--- config.mk ---
export PLATFORM = sky130hd
export DESIGN_NAME = halt_stop_seq
export DESIGN_NICKNAME = d
export VERILOG_FILES = /design/src/rtl/halt_stop_pkg.sv /design/src/rtl/irq_pend.sv /design/src/rtl/tick_timer.sv /design/src/rtl/seq_fsm.sv /design/src/rtl/halt_stop_seq.sv
export SDC_FILE = /design/constraint.sdc
export NUM_CORES = 1
export LEC_CHECK = 0
export BUFFER_PORTS_ARGS = -buffer_cell sky130_fd_sc_hd__buf_2
export CORE_MARGIN = 8
export CORE_UTILIZATION = 50
export CTS_BUF_LIST = sky130_fd_sc_hd__clkbuf_2
export CTS_CLUSTER_SIZE = 30
export DETAILED_ROUTE_END_ITERATION = 16
export PLACE_DENSITY = 0.73
export RECOVER_POWER = 100
export SYNTH_ARGS = -nofsm -noshare
export SYNTH_HDL_FRONTEND = slang
export SYNTH_SLANG_ARGS = --single-unit
--- constraint.sdc ---
create_clock -name clk -period 2.1 [get_ports clk]
set_clock_uncertainty 0.15 [all_clocks]
set_input_delay 0.21 -clock clk [delete_from_list [all_inputs] [get_ports clk]]
set_output_delay 0.21 -clock clk [all_outputs]
set_load 0.01 [all_outputs]
--- src/rtl/halt_stop_pkg.sv ---
package halt_stop_pkg;

    typedef enum logic [2:0] {
        ST_RUN,
        ST_HALT,
        ST_HPEN,
        ST_SCOST,
        ST_SWSTALL,
        ST_SWTAIL,
        ST_STOPPED
    } seq_state_e;

    function automatic int imax(input int a, input int b);
        return (a > b) ? a : b;
    endfunction

endpackage

--- src/rtl/irq_pend.sv ---
module irq_pend #(
    parameter int W    = 8,
    parameter int NSRC = 5
) (
    input  logic [W-1:0] flag,
    input  logic [W-1:0] en,
    output logic         pend
);
    localparam logic [W-1:0] SRC_MASK = W'((1 << NSRC) - 1);

    logic [W-1:0] hit;

    for (genvar i = 0; i < W; i++) begin : g_src
        assign hit[i] = flag[i] & en[i] & SRC_MASK[i];
    end

    assign pend = |hit;
endmodule

--- src/rtl/tick_timer.sv ---
module tick_timer #(
    parameter int CW = 18
) (
    input  logic          clk,
    input  logic          rst_n,
    input  logic          clr,
    input  logic          tick,
    output logic [CW-1:0] cnt
);
    localparam logic [CW-1:0] TOP = '1;

    always_ff @(posedge clk or negedge rst_n) begin
        if (!rst_n)
            cnt <= '0;
        else if (clr)
            cnt <= '0;
        else if (tick && cnt != TOP)
            cnt <= cnt + 1'b1;
    end

    // Counter only moves by one tick at a time or returns to zero
    AST_CNT_STEP: assert property (@(posedge clk) disable iff (!rst_n)
        (!clr && !tick) |=> $stable(cnt));
endmodule

--- src/rtl/seq_fsm.sv ---
module seq_fsm
    import halt_stop_pkg::*;
#(
    parameter int CW         = 18,
    parameter int SWITCH_LEN = 32'h20000,
    parameter int STOP_COST  = 4,
    parameter int PENALTY    = 4,
    parameter int WAKE_WIN   = 4
) (
    input  logic          clk,
    input  logic          rst_n,
    input  logic          tick,
    input  logic          halt_req,
    input  logic          stop_req,
    input  logic          pend,
    input  logic          gie,
    input  logic          speed_arm,
    input  logic          fast_mode,
    input  logic [CW-1:0] cnt,
    output logic          cnt_clr,
    output seq_state_e    st,
    output logic          refetch,
    output logic          pc_dec,
    output logic          pc_inc,
    output logic          div_reset,
    output logic          wake
);
    localparam logic [CW-1:0] LIM_SW   = CW'(SWITCH_LEN - 1);
    localparam logic [CW-1:0] LIM_COST = CW'(STOP_COST - 1);
    localparam logic [CW-1:0] LIM_PEN  = CW'(PENALTY - 1);
    localparam logic [CW-1:0] LIM_WIN  = CW'(WAKE_WIN);

    seq_state_e nxt;
    logic       armed_q, armed_n;
    logic       refetch_n, dec_n, inc_n, div_n, wake_n;

    // Next state and pulse requests
    always_comb begin
        nxt       = st;
        armed_n   = armed_q;
        cnt_clr   = 1'b0;
        refetch_n = 1'b0;
        dec_n     = 1'b0;
        inc_n     = 1'b0;
        div_n     = 1'b0;
        wake_n    = 1'b0;
        unique case (st)
            ST_RUN: begin
                if (halt_req) begin
                    if (pend) begin
                        if (gie) dec_n = 1'b1;
                        else     refetch_n = 1'b1;
                    end else begin
                        nxt     = ST_HALT;
                        cnt_clr = 1'b1;
                    end
                end else if (stop_req) begin
                    nxt     = ST_SCOST;
                    cnt_clr = 1'b1;
                    armed_n = speed_arm;
                end
            end
            ST_HALT: begin
                if (pend) begin
                    if (fast_mode || cnt <= LIM_WIN) begin
                        nxt     = ST_HPEN;
                        cnt_clr = 1'b1;
                    end else begin
                        nxt    = ST_RUN;
                        wake_n = gie;
                    end
                end
            end
            ST_HPEN: begin
                if (tick && cnt == LIM_PEN) begin
                    nxt    = ST_RUN;
                    wake_n = gie;
                end
            end
            ST_SCOST: begin
                if (tick && cnt == LIM_COST) begin
                    nxt     = armed_q ? ST_SWSTALL : ST_STOPPED;
                    cnt_clr = 1'b1;
                end
            end
            ST_SWSTALL: begin
                if (tick && cnt == LIM_SW) begin
                    nxt     = ST_SWTAIL;
                    cnt_clr = 1'b1;
                    div_n   = 1'b1;
                    inc_n   = 1'b1;
                end
            end
            ST_SWTAIL: begin
                if (tick && cnt == LIM_PEN)
                    nxt = ST_RUN;
            end
            ST_STOPPED: begin
                nxt = ST_STOPPED;
            end
            default: nxt = ST_RUN;
        endcase
    end

    // State register
    always_ff @(posedge clk or negedge rst_n) begin
        if (!rst_n) begin
            st      <= ST_RUN;
            armed_q <= 1'b0;
        end else begin
            st      <= nxt;
            armed_q <= armed_n;
        end
    end

    // Registered pulse outputs
    always_ff @(posedge clk or negedge rst_n) begin
        if (!rst_n) begin
            refetch   <= 1'b0;
            pc_dec    <= 1'b0;
            pc_inc    <= 1'b0;
            div_reset <= 1'b0;
            wake      <= 1'b0;
        end else begin
            refetch   <= refetch_n;
            pc_dec    <= dec_n;
            pc_inc    <= inc_n;
            div_reset <= div_n;
            wake      <= wake_n;
        end
    end

    AST_STOPPED_HOLD: assert property (@(posedge clk) disable iff (!rst_n)
        (st == ST_STOPPED) |=> (st == ST_STOPPED));
    AST_HALT_HOLD: assert property (@(posedge clk) disable iff (!rst_n)
        (st == ST_HALT && !pend) |=> (st == ST_HALT));
    AST_PEN_NO_TICK: assert property (@(posedge clk) disable iff (!rst_n)
        (st == ST_HPEN && !tick) |=> (st == ST_HPEN));
endmodule

--- src/rtl/halt_stop_seq.sv ---
module halt_stop_seq
    import halt_stop_pkg::*;
#(
    parameter int W          = 8,
    parameter int NSRC       = 5,
    parameter int SWITCH_LEN = 32'h20000,
    parameter int STOP_COST  = 4,
    parameter int PENALTY    = 4,
    parameter int WAKE_WIN   = 4
) (
    input  logic         clk,
    input  logic         rst_n,
    input  logic         cyc_tick,
    input  logic         halt_req,
    input  logic         stop_req,
    input  logic [W-1:0] int_enable,
    input  logic [W-1:0] int_flag,
    input  logic         gie,
    input  logic         speed_arm,
    input  logic         fast_mode,
    output logic         core_stall,
    output logic         refetch,
    output logic         pc_dec,
    output logic         pc_inc,
    output logic         div_reset,
    output logic         wake
);
    localparam int MAXL = imax(imax(SWITCH_LEN, STOP_COST), imax(PENALTY, WAKE_WIN + 1));
    localparam int CW   = $clog2(MAXL + 1);

    logic          pend;
    logic          cnt_clr;
    logic [CW-1:0] cnt;
    seq_state_e    st;

    irq_pend #(.W(W), .NSRC(NSRC)) u_pend (
        .flag (int_flag),
        .en   (int_enable),
        .pend (pend)
    );

    tick_timer #(.CW(CW)) u_timer (
        .clk   (clk),
        .rst_n (rst_n),
        .clr   (cnt_clr),
        .tick  (cyc_tick),
        .cnt   (cnt)
    );

    seq_fsm #(
        .CW         (CW),
        .SWITCH_LEN (SWITCH_LEN),
        .STOP_COST  (STOP_COST),
        .PENALTY    (PENALTY),
        .WAKE_WIN   (WAKE_WIN)
    ) u_fsm (
        .clk       (clk),
        .rst_n     (rst_n),
        .tick      (cyc_tick),
        .halt_req  (halt_req),
        .stop_req  (stop_req),
        .pend      (pend),
        .gie       (gie),
        .speed_arm (speed_arm),
        .fast_mode (fast_mode),
        .cnt       (cnt),
        .cnt_clr   (cnt_clr),
        .st        (st),
        .refetch   (refetch),
        .pc_dec    (pc_dec),
        .pc_inc    (pc_inc),
        .div_reset (div_reset),
        .wake      (wake)
    );

    assign core_stall = (st != ST_RUN);

    AST_WAKE_RELEASE: assert property (@(posedge clk) disable iff (!rst_n)
        wake |-> (!core_stall && $past(core_stall)));
    AST_WAKE_PULSE: assert property (@(posedge clk) disable iff (!rst_n)
        wake |=> !wake);
    AST_DEC_NO_STALL: assert property (@(posedge clk) disable iff (!rst_n)
        pc_dec |-> !core_stall);
    AST_REFETCH_NO_STALL: assert property (@(posedge clk) disable iff (!rst_n)
        refetch |-> !core_stall);
    AST_DIV_WITH_STEP: assert property (@(posedge clk) disable iff (!rst_n)
        div_reset |-> (pc_inc && core_stall));
    AST_ONE_EVENT: assert property (@(posedge clk) disable iff (!rst_n)
        $onehot0({refetch, pc_dec, div_reset, wake}));
endmodule

# Yosys cells after proc, flatten, opt, wreduce, memory -nomap -nowiden
# Index checks and enable logic that the tools add are counted.
[classes]
n_addsub = 1
n_reduce_logical = 11
bitwise_logic = 6
n_mux = 33
n_eq_ne = 15
magnitude_cmp = 1
[ops]
columns = ["cell", "count"]
rows = [
  ["two-way mux 18 bit", 2],
  ["two-way mux 3 bit", 7],
  ["two-way mux 1 bit", 19],
  ["adder 18 x 1 -> 18 bit (second input constant)", 1],
  ["== test 18 x 17 -> 1 bit (second input constant)", 1],
  ["== test 18 x 2 -> 1 bit (second input constant)", 1],
  ["less-or-equal comparator 18 x 3 -> 1 bit (second input constant)", 1],
  ["!= test 18 bit (second input constant)", 1],
  ["one-hot mux 3 bit (6 select lines)", 1],
  ["== test 3 bit (second input constant)", 3],
  ["== test 3 x 2 -> 1 bit (second input constant)", 2],
  ["!= test 2 x 1 -> 1 bit (second input constant)", 3],
  ["!= test 3 bit (second input constant)", 2],
  ["AND reduction 6 bit", 1],
  ["AND 1 bit", 5],
  ["OR reduction 5 bit", 1],
  ["two-way mux 2 bit", 2],
  ["one-hot mux 1 bit (4 select lines)", 1],
  ["== test 3 x 1 -> 1 bit (second input constant)", 1],
  ["logical AND 1 bit", 3],
  ["zero test 3 bit", 1],
  ["AND reduction 3 bit", 1],
  ["nonzero test 3 bit", 1],
  ["!= test 2 bit (second input constant)", 1],
  ["5 further kinds", 5],
]
[totals]
in_bits = 24
reg_bits = 26
out_inout_bits = 6
wordCells = 74

# Longest topological paths before layout
# Gate-level depths: netlist of the first run.
[logic_depth]
word_depth = 6
depth_mapped = 7

# Modules after synthesis
# From an unflattened synthesis of the first run, not the netlist that was laid out.
[unflattened]
hier_cells = 179
hier_area_um2 = 1662.8
[by_module_without_submodules]
columns = ["module", "seq_area_each_um2", "instances", "area_each_um2", "cells_each"]
rows = [
  ["tick_timer", 450.4, 1, 1034.7, 106],
  ["seq_fsm", 200.2, 1, 600.6, 69],
  ["irq_pend", 0.0, 1, 21.3, 3],
  ["halt_stop_seq", 0.0, 1, 6.3, 1],
]

# Worst setup path before layout of the first run
# Ideal clock, no wire load.
[synth_path]
path_kind = "register -> register"
start = "reg u_timer.cnt[3]"
end = "reg u_timer.cnt[8]"
setup_time_ns = 0.121
slack_ns = 0.126
stages_incl_launch_ff = 7
t_arrival_ns = 1.702
required_time_ns = 1.829
period_less_slack_ns = 1.974
path_cell_list = "dfrtp_1 nor4_1 nand4_1 or3_4 o211ai_4 buf_6 nor3_1"
[synth_via]
elab_chain_len = 6
word_cells_on_any_way = 17
classes_between = "1 x add/sub; 1 x order compare; 3 x eq/ne; 7 x mux; 5 x reduce/logical"
[synth_rtl]
columns = ["element", "line_no", "source"]
rows = [
  ["start, declared", "tick_timer.sv:8", "output logic [CW-1:0] cnt"],
  ["start signal, assigned", "tick_timer.sv:18", "cnt <= cnt + 1'b1;"],
  ["less-or-equal comparator 18 x 3 -> 1 bit", "seq_fsm.sv:65", "if (fast_mode || cnt <= LIM_WIN) begin"],
  ["logical OR 1 bit", "seq_fsm.sv:65", ""],
  ["two-way mux 1 bit", "seq_fsm.sv:65", ""],
  ["two-way mux 1 bit", "seq_fsm.sv:64", "if (pend) begin"],
  ["one-hot mux 1 bit (4 select lines)", "seq_fsm.sv:47", "unique case (st)"],
  ["two-way mux 18 bit / nonzero test 2 bit (equally long branches)", "-", ""],
]
# Several ways; a longest one is shown, not always the timed one. The select of a mux whose other input is x is not followed.
# A chain may end at the register's enable or synchronous reset.

# Final worst setup path of the first run
[layout_path]
start = "reg u_timer.cnt[3]"
end = "reg u_timer.cnt[2]"
# The elaborated chain is that of the path after synthesis.

==> results of run 1 <==
power by group through the flow:
stage | clock [W] | sequential [W] | combinational (W)
after CTS | 0.000325 | 0.000673 | 0.000591
final | 0.000319 | 0.000676 | 0.000603
after floorplan | 0 | 0.000636 | 0.000443
after detailed placement | 0 | 0.000682 | 0.000576
after global routing | 0.000348 | 0.000695 | 0.000677
after global placement | 0 | 0.000676 | 0.000552
registers in the layout, summed over array words and instances (netlist names):
signal,flops
u_fsm.st,3
u_fsm.refetch,1
u_fsm.wake,1
u_fsm.pc_inc,1
u_fsm.pc_dec,1
u_fsm.armed_q,1
u_timer.cnt,18
cells in the mapped netlist, types with 2 or more instances:
master / instances
nor2b_1: 2
mux2i_1: 2
nor4_1: 4
buf_4: 2
o21ai_0: 5
a22oi_1: 2
and3_1: 6
and2_1: 2
ha_1: 2
a21oi_1: 5
nand2_1: 13
nor4b_1: 2
nor3_1: 20
nand4_1: 8
xnor2_1: 5
xor2_1: 8
dfrtp_1: 26
inv_1: 6
nand3_1: 10
and4_1: 3
nor2_1: 7
o2bb2ai_1: 2
clkbuf_1: 5
kinds of logic after synthesis:
| kind of cell | Yosys count | share of synthesized area, % |
|---|---|---|
| AO/OA/AOI/OAI | 24 | 11.3 |
| XOR/XNOR | 13 | 7.25 |
| adder cells (fa/ha/maj) | 2 | 1.59 |
| buffers and inverters | 15 | 4.62 |
| flip-flops | 26 | 41.4 |
| multiplexers | 3 | 1.99 |
| AND/OR/NAND/NOR | 86 | 31.8 |
tightest hold or removal path: stages:
cell and delay [ps]:
buf_2 140, a21oi_1 130, nor4_1 60
through the flow:
| step | instances | setup TNS (ps) | total power [W] | hold WS [ps] | setup WS (ps) |
|---|---|---|---|---|---|
| detailed placement | 243 | 0 | 0.00126 | 95.7 | 13.0 |
| CTS | 253 | 0 | 0.00159 | 3.74 | 9.78 |
| floorplan | 169 | 0 | 0.00108 | -236 | 126 |
| global placement | 243 | 0 | 0.00123 | 81.0 | 32.4 |
| global route | 258 | -1120 | 0.00172 | 50.7 | -84.1 |
| finish | 258 | 0 | 0.00160 | 41.6 | 25.9 |
cell usage in the layout (no fill, tap or decap), types with 2 or more instances in the layout:
cell type,instances
mux2i_1,2
nand2_1,13
and2_1,2
nor4b_1,2
xor2_1,8
a22oi_1,2
a21oi_1,5
clkbuf_1,6
nand3_1,10
nand4_1,8
xnor2_1,5
and4_1,3
dfrtp_1,26
clkbuf_2,3
nor4_2,3
ha_1,2
o2bb2ai_1,2
inv_1,6
o21ai_0,5
and3_1,6
nor2b_1,2
nor2_1,7
nor3_1,21
buf_2,17
buf_4,20
dlygate4sd3_1,6
routing by layer:
layer  routed length, um  GRT usage (%)  vias to the layer above  share of wire (%)
li1                    -              -                      711                  -
met1                1600           18.1                      689                 43
met2                1980           27.0                       42                 53
met3                 140           2.75                        2                3.7
met4                  14           4.99                        0               0.37
met5                   0              0                        -                  0
layout make-up:
class                   count  area, sq um
fillers                   249         1060
multi-input cells         128          861
clock inverters             1         30.0
inverters                   6         22.5
well taps                  44         55.1
flip-flops and latches     26          651
clock buffers               3         15.0
repair buffers             50          338
how the worst min path moves through the flow:
stage / end / start / slack (ps) / depth (start not counted)
floorplan: u_fsm.armed_q / rst_n / -240 / 0
global placement: u_timer.cnt[8] / rst_n / 80 / 1
detailed placement: u_timer.cnt[6] / rst_n / 100 / 1
CTS: u_fsm.st[1] / fast_mode / 4 / 3
global route: u_timer.cnt[2] / cyc_tick / 50 / 3
finish: u_timer.cnt[2] / cyc_tick / 40 / 3
timing repair:
action,in CTS,in global routing
gates cloned,0,0
setup buffers,1,4
gates resized for setup,2,1
hold buffers,5,1
endpoints found under the hold margin,30,1
pin swaps,1,1
setup endpoints to repair,14,21
==> flow_summary.json, run 1 <==
{
  "status": "completed",
  "dr.first_iter.drc_count": 132,
  "cts_root_buf": "clkbuf_2",
  "ys_seq_area_share_pct": 41.4,
  "cp_data_arrival_time_ps": 2200,
  "synth-seq-cells": 26,
  "std_cell_rows": 20,
  "post-route-util_pct": 65.1,
  "power_leakage_nw": 0.908,
  "dp_hpwl_um": 2820,
  "fp.dieW_um": 72.0,
  "yosysTopAreaCell": "dfrtp_1",
  "h-tree-depth": 1,
  "clockPowerShare_pct": 19.9,
  "p_seq_share_pct": 42.3,
  "netlist_area_sq_um": 1570,
  "clock_path_buffers": 2,
  "switching_power_w": 0.000568,
  "finalHoldViolations": 0,
  "port_buffers": 23,
  "cp-start-kind": "flip-flop",
  "grt_antenna_before_repair": 0,
  "yosysUniqueCellTypes": 45,
  "finalCriticalPeriod_ps": 2070,
  "cts_inserted_buffers": 3,
  "cellPowerDensity_nw_per_um2": 811,
  "peakVddDrop_uv": 466,
  "period_share_pct": 98.8,
  "synthArstFlopShare_pct": 100,
  "cts_tree": "done",
  "pwr-share-comb_pct": 37.7,
  "grtUsageTotal_pct": 15.3,
  "slew_headroom_pct": 8.03,
  "netlist_instances": 169,
  "p_int_w": 0.00103,
  "cpMaxStageDelayCell": "dfrtp_1",
  "initial_utilization_pct": 51.9,
  "synth.avg_cell_area_sq_um": 9.29,
  "vias_per_cell": 5.60,
  "cp_num_cells": 6,
  "end_kind": "flip-flop",
  "setup_viol_count_final": 0,
  "fmax_mhz": 482,
  "synth_ff_type": "dfrtp_1",
  "crit_buf_inv": 1,
  "worstPathRequired_ps": 2230,
  "worstMarginPinSlew_ps": 1380,
  "critical-path-top-delay-family": "simple AND/OR/NAND/NOR gates",
  "grt_max_degree": 27,
  "dieHeight_um": 72.0,
  "crit_type": "reg -> reg",
  "ios": 30,
  "ant_nets": 0,
  "wl_per_cell_um": 14.5,
  "clk-insertion-delay-late_ps": 350,
  "antenna_cells": 0,
  "drc": 0,
  "vias": 1444,
  "syn-num-nets": 195,
  "synth_top_area_share_pct": 41.4,
  "reg2regPathDepth": 6,
  "timing.rr.end": "u_timer.cnt[2]",
  "routed_wl_um": 3740,
  "swShare_pct": 35.5,
  "core_sq_um": 3030,
  "hp-class": "in -> reg",
  "cts.clk_slew.worst_paths_ps": 260,
  "endpoint": "u_timer.cnt[2]",
  "grt_setup_unrepaired": "yes",
  "ys_warn_count": 0,
  "postLayoutCellArea_sq_um": 1970,
  "area_growth_pct": 25.6,
  "worstPathCellList": "nor4_2 -> nand4_1 -> or3_4 -> o211ai_4 -> buf_12 -> nor4_1",
  "drt_first_pass_iters": 4,
  "die_area_sq_um": 5190,
  "clock-sinks": 26,
  "grt_pass1_vias": 1510,
  "crit_path_max_fanout": 18,
  "r2r-start": "u_timer.cnt[3]",
  "synth_edf_count": 0,
  "ys_top_cells_by_area": "dfrtp_1, nor3_1, xor2_1",
  "grt_pass1_wl_um": 6510,
  "slew_violations": 0,
  "r2r_setup_slack_ps": 30,
  "cp-startpoint": "u_timer.cnt[3]",
  "max_cap_viol_count": 0,
  "critical-path-max-stage-delay_ps": 450,
  "grt_overflow": 0,
  "place_area_sq_um": 1820,
  "drive_above_1_share_pct": 23.8,
  "gp_congestion": 0.861,
  "final_nets": 241
}
(Power assumes the default switching activity.)
==> run 2: changes to the inputs <==
- SYNTH_HIERARCHICAL: unset -> 1
==> run 2 against run 1 <==
Against the previous run:
- clock power fell by 39%
- die area rose by 4.6%
- worst setup slack got worse by 150 ps
- flip-flop and latch count did not move
- maximum frequency fell by 6.7%
- via count rose by 12%
- largest cell class unchanged
- first-iteration DRC count fell by 25%
- register-to-register slack got worse by 150 ps
- critical endpoint is now u_timer/cnt[13]
- the run now ends with setup timing left
- synthesized cell count rose by 5.9%
==> flow_summary.json, run 2 <==
{
  "slew_violations": 0,
  "cp-start-kind": "flip-flop",
  "gp_congestion": 0.869,
  "ant_nets": 0,
  "vias": 1619,
  "syn-num-nets": 204,
  "status": "finished with violations",
  "ys_warn_count": 6,
  "crit_path_max_fanout": 11,
  "layout_commonest_cell": "buf_4",
  "grt_antenna_before_repair": 0,
  "setup_viol_count_final": 13,
  "clock-sinks": 26,
  "fillerInstances": 262,
  "largest_reg_flops": 18,
  "grt_pass1_wl_um": 7250,
  "place_area_sq_um": 2030,
  "peakVddDrop_uv": 389,
  "core_sq_um": 3260,
  "dp_hpwl_um": 3240,
  "routed_wl_um": 4390,
  "final_cell_mix": "buf_4, dfrtp_1, nor2_1",
  "yosysUniqueCellTypes": 53,
  "std_cell_rows": 21,
  "die_area_sq_um": 5430,
  "area_growth_pct": 31.5,
  "finalCriticalPeriod_ps": 2220,
  "port_buffers": 23,
  "crit_type": "reg -> reg",
  "yosysMostFrequentCell": "dfrtp_1",
  "finalHoldViolations": 0,
  "h-tree-depth": 1,
  "finalWorstSetupSlack_ps": -123,
  "cts.clk_slew.worst_paths_ps": 250,
  "postLayoutCellArea_sq_um": 2190,
  "grt_max_degree": 27,
  "layout.cells.non_filler": 287,
  "initial_utilization_pct": 51.0,
  "ios": 30,
  "cts_inserted_buffers": 3,
  "synth_edf_count": 0,
  "synth_ff_type": "dfrtp_1",
  "grt_setup_unrepaired": "yes",
  "vias_per_cell": 5.64,
  "final_nets": 267,
  "ys_seq_area_share_pct": 39.1,
  "cts_root_buf": "clkbuf_2",
  "worstMarginPinSlew_ps": 1410,
  "synth-seq-cells": 26,
  "drc": 0,
  "hp-class": "in -> reg",
  "synth_common_cells": "dfrtp_1, nor2_1, nand2_1",
  "fp.dieW_um": 73.7,
  "cts_tree": "done",
  "violations": "setup timing",
  "synth.avg_cell_area_sq_um": 9.29,
  "slew_headroom_pct": 6.11,
  "dr.first_iter.drc_count": 99,
  "place_inst": 271,
  "clock_path_buffers": 2,
  "wl_per_cell_um": 15.3,
  "worstPathRequired_ps": 2250,
  "top_register": "u_timer/cnt",
  "synthArstFlopShare_pct": 100,
  "cp_data_arrival_time_ps": 2370,
  "grtUsageTotal_pct": 17.2,
  "clk-insertion-delay-late_ps": 360,
  "drive_above_1_share_pct": 34.4,
  "dieHeight_um": 73.7,
  "antenna_cells": 0,
  "top_regs": "u_timer/cnt: 18 flops, u_fsm/st: 3 flops",
  "fmax_mhz": 450,
  "grt_pass1_vias": 1588,
  "period_share_pct": 106,
  "drt_first_pass_iters": 4,
  "p_total_w": 0.00128,
  "netlist_instances": 179,
  "max_cap_viol_count": 0,
  "yosysTopAreaCell": "dfrtp_1",
  "netlist_area_sq_um": 1660,
  "power_leakage_nw": 1.01,
  "ys_top_cells_by_area": "dfrtp_1, nor2_1, nand2_1",
  "end_kind": "flip-flop",
  "timing.hold.ws_ps": 156,
  "synth_top_area_share_pct": 39.1,
  "cellPowerDensity_nw_per_um2": 586,
  "grt_overflow": 0,
  "place_ws_ps": -132
}
==> run 2: changes by cell type after synthesis, sizes merged, moves of 4 or more <==
| cell | delta |
|---|---|
| nor2 | +16 |
| nand2 | +4 |
| xor2 | -6 |
| nor3 | -13 |
==> run 2: layout make-up <==
| type | count | area (sq um) | share of cell area, % |
|---|---|---|---|
| Multi-Input combinational cell | 143 | 988 | 45.2 |
| Sequential cell | 26 | 653 | 29.9 |
| Timing Repair Buffer | 64 | 453 | 20.7 |
| Tap cell | 46 | 57.6 | 2.63 |
| Clock buffer | 3 | 15.0 | 0.687 |
| Inverter | 4 | 15.0 | 0.687 |
| Clock inverter | 1 | 3.75 | 0.172 |
==> run 2: stage by stage <==
step	util [%]	setup TNS, ps
global route	67.1	-1930
CTS	66.0	-478
detailed placement	62.3	-282
global placement	62.3	-112
finish	67.1	-680
floorplan	-	0
==> run 2: path summary, 6_finish.rpt <==
| kind | to | cells after the start | slack, ps | start |
|---|---|---|---|---|
| setup / recovery | u_timer/cnt[13] | 9 | -120 | u_timer/cnt[12] |
| hold / removal | u_fsm/div_reset | 5 | 160 | cyc_tick |
| setup reg to reg | u_timer/cnt[13] | 9 | -120 | u_timer/cnt[12] |
| hold reg to reg | u_fsm/armed_q | 1 | 380 | u_fsm/armed_q |
| max in group asynchronous | u_timer/cnt[12] | 2 | 400 | rst_n |
| min in group asynchronous | u_timer/cnt[15] | 2 | 500 | rst_n |
==> run 2: routing by layer <==
layer / wire (um) / share of wire [%] / GRT usage [%] / up-vias
met2: 2260 / 51 / 30.6 / 53
met1: 1780 / 40 / 19.7 / 781
met4: 23 / 0.52 / 5.54 / 0
met3: 328 / 7.5 / 3.96 / 2
met5: 0 / 0 / 0 / -
li1: - / - / - / 783
==> run 2: worst max-delay path, cell delays in order, from the launching register on <==
cell      delay [ps]
dfrtp_2          500
nor4_4           300
and4_1           270
buf_4            140
nand4_1          140
o211ai_2         140
buf_12           150
nand2b_4         120
a21oi_2           30
a31o_2           210
==> run 2: where the power goes <==
part / switching, W / internal, W / leakage [nW]
Combinational: 0.000254 / 0.000215 / 0.654
Sequential: 0.0000530 / 0.000566 / 0.339
Clock: 0.000152 / 0.0000414 / 0.0140
==> run 2: logic make-up after synthesis <==
family	Yosys count	share of synthesized area, %
buffers and inverters	10	3.16
AND/OR/NAND/NOR	99	35.4
flip-flops	26	39.1
adder cells (fa/ha/maj)	1	0.752
AO/OA/AOI/OAI	27	12.3
XOR/XNOR	9	4.74
multiplexers	7	4.44
==> run 2: repair_timing <==
item | CTS | global route
endpoints found under the hold margin | 30 | 0
setup buffers | 4 | 1
resized for setup | 2 | 7
pin swaps | 2 | 3
hold buffers | 7 | 0
gates cloned | 0 | 0
endpoints found under the setup margin | 10 | 14
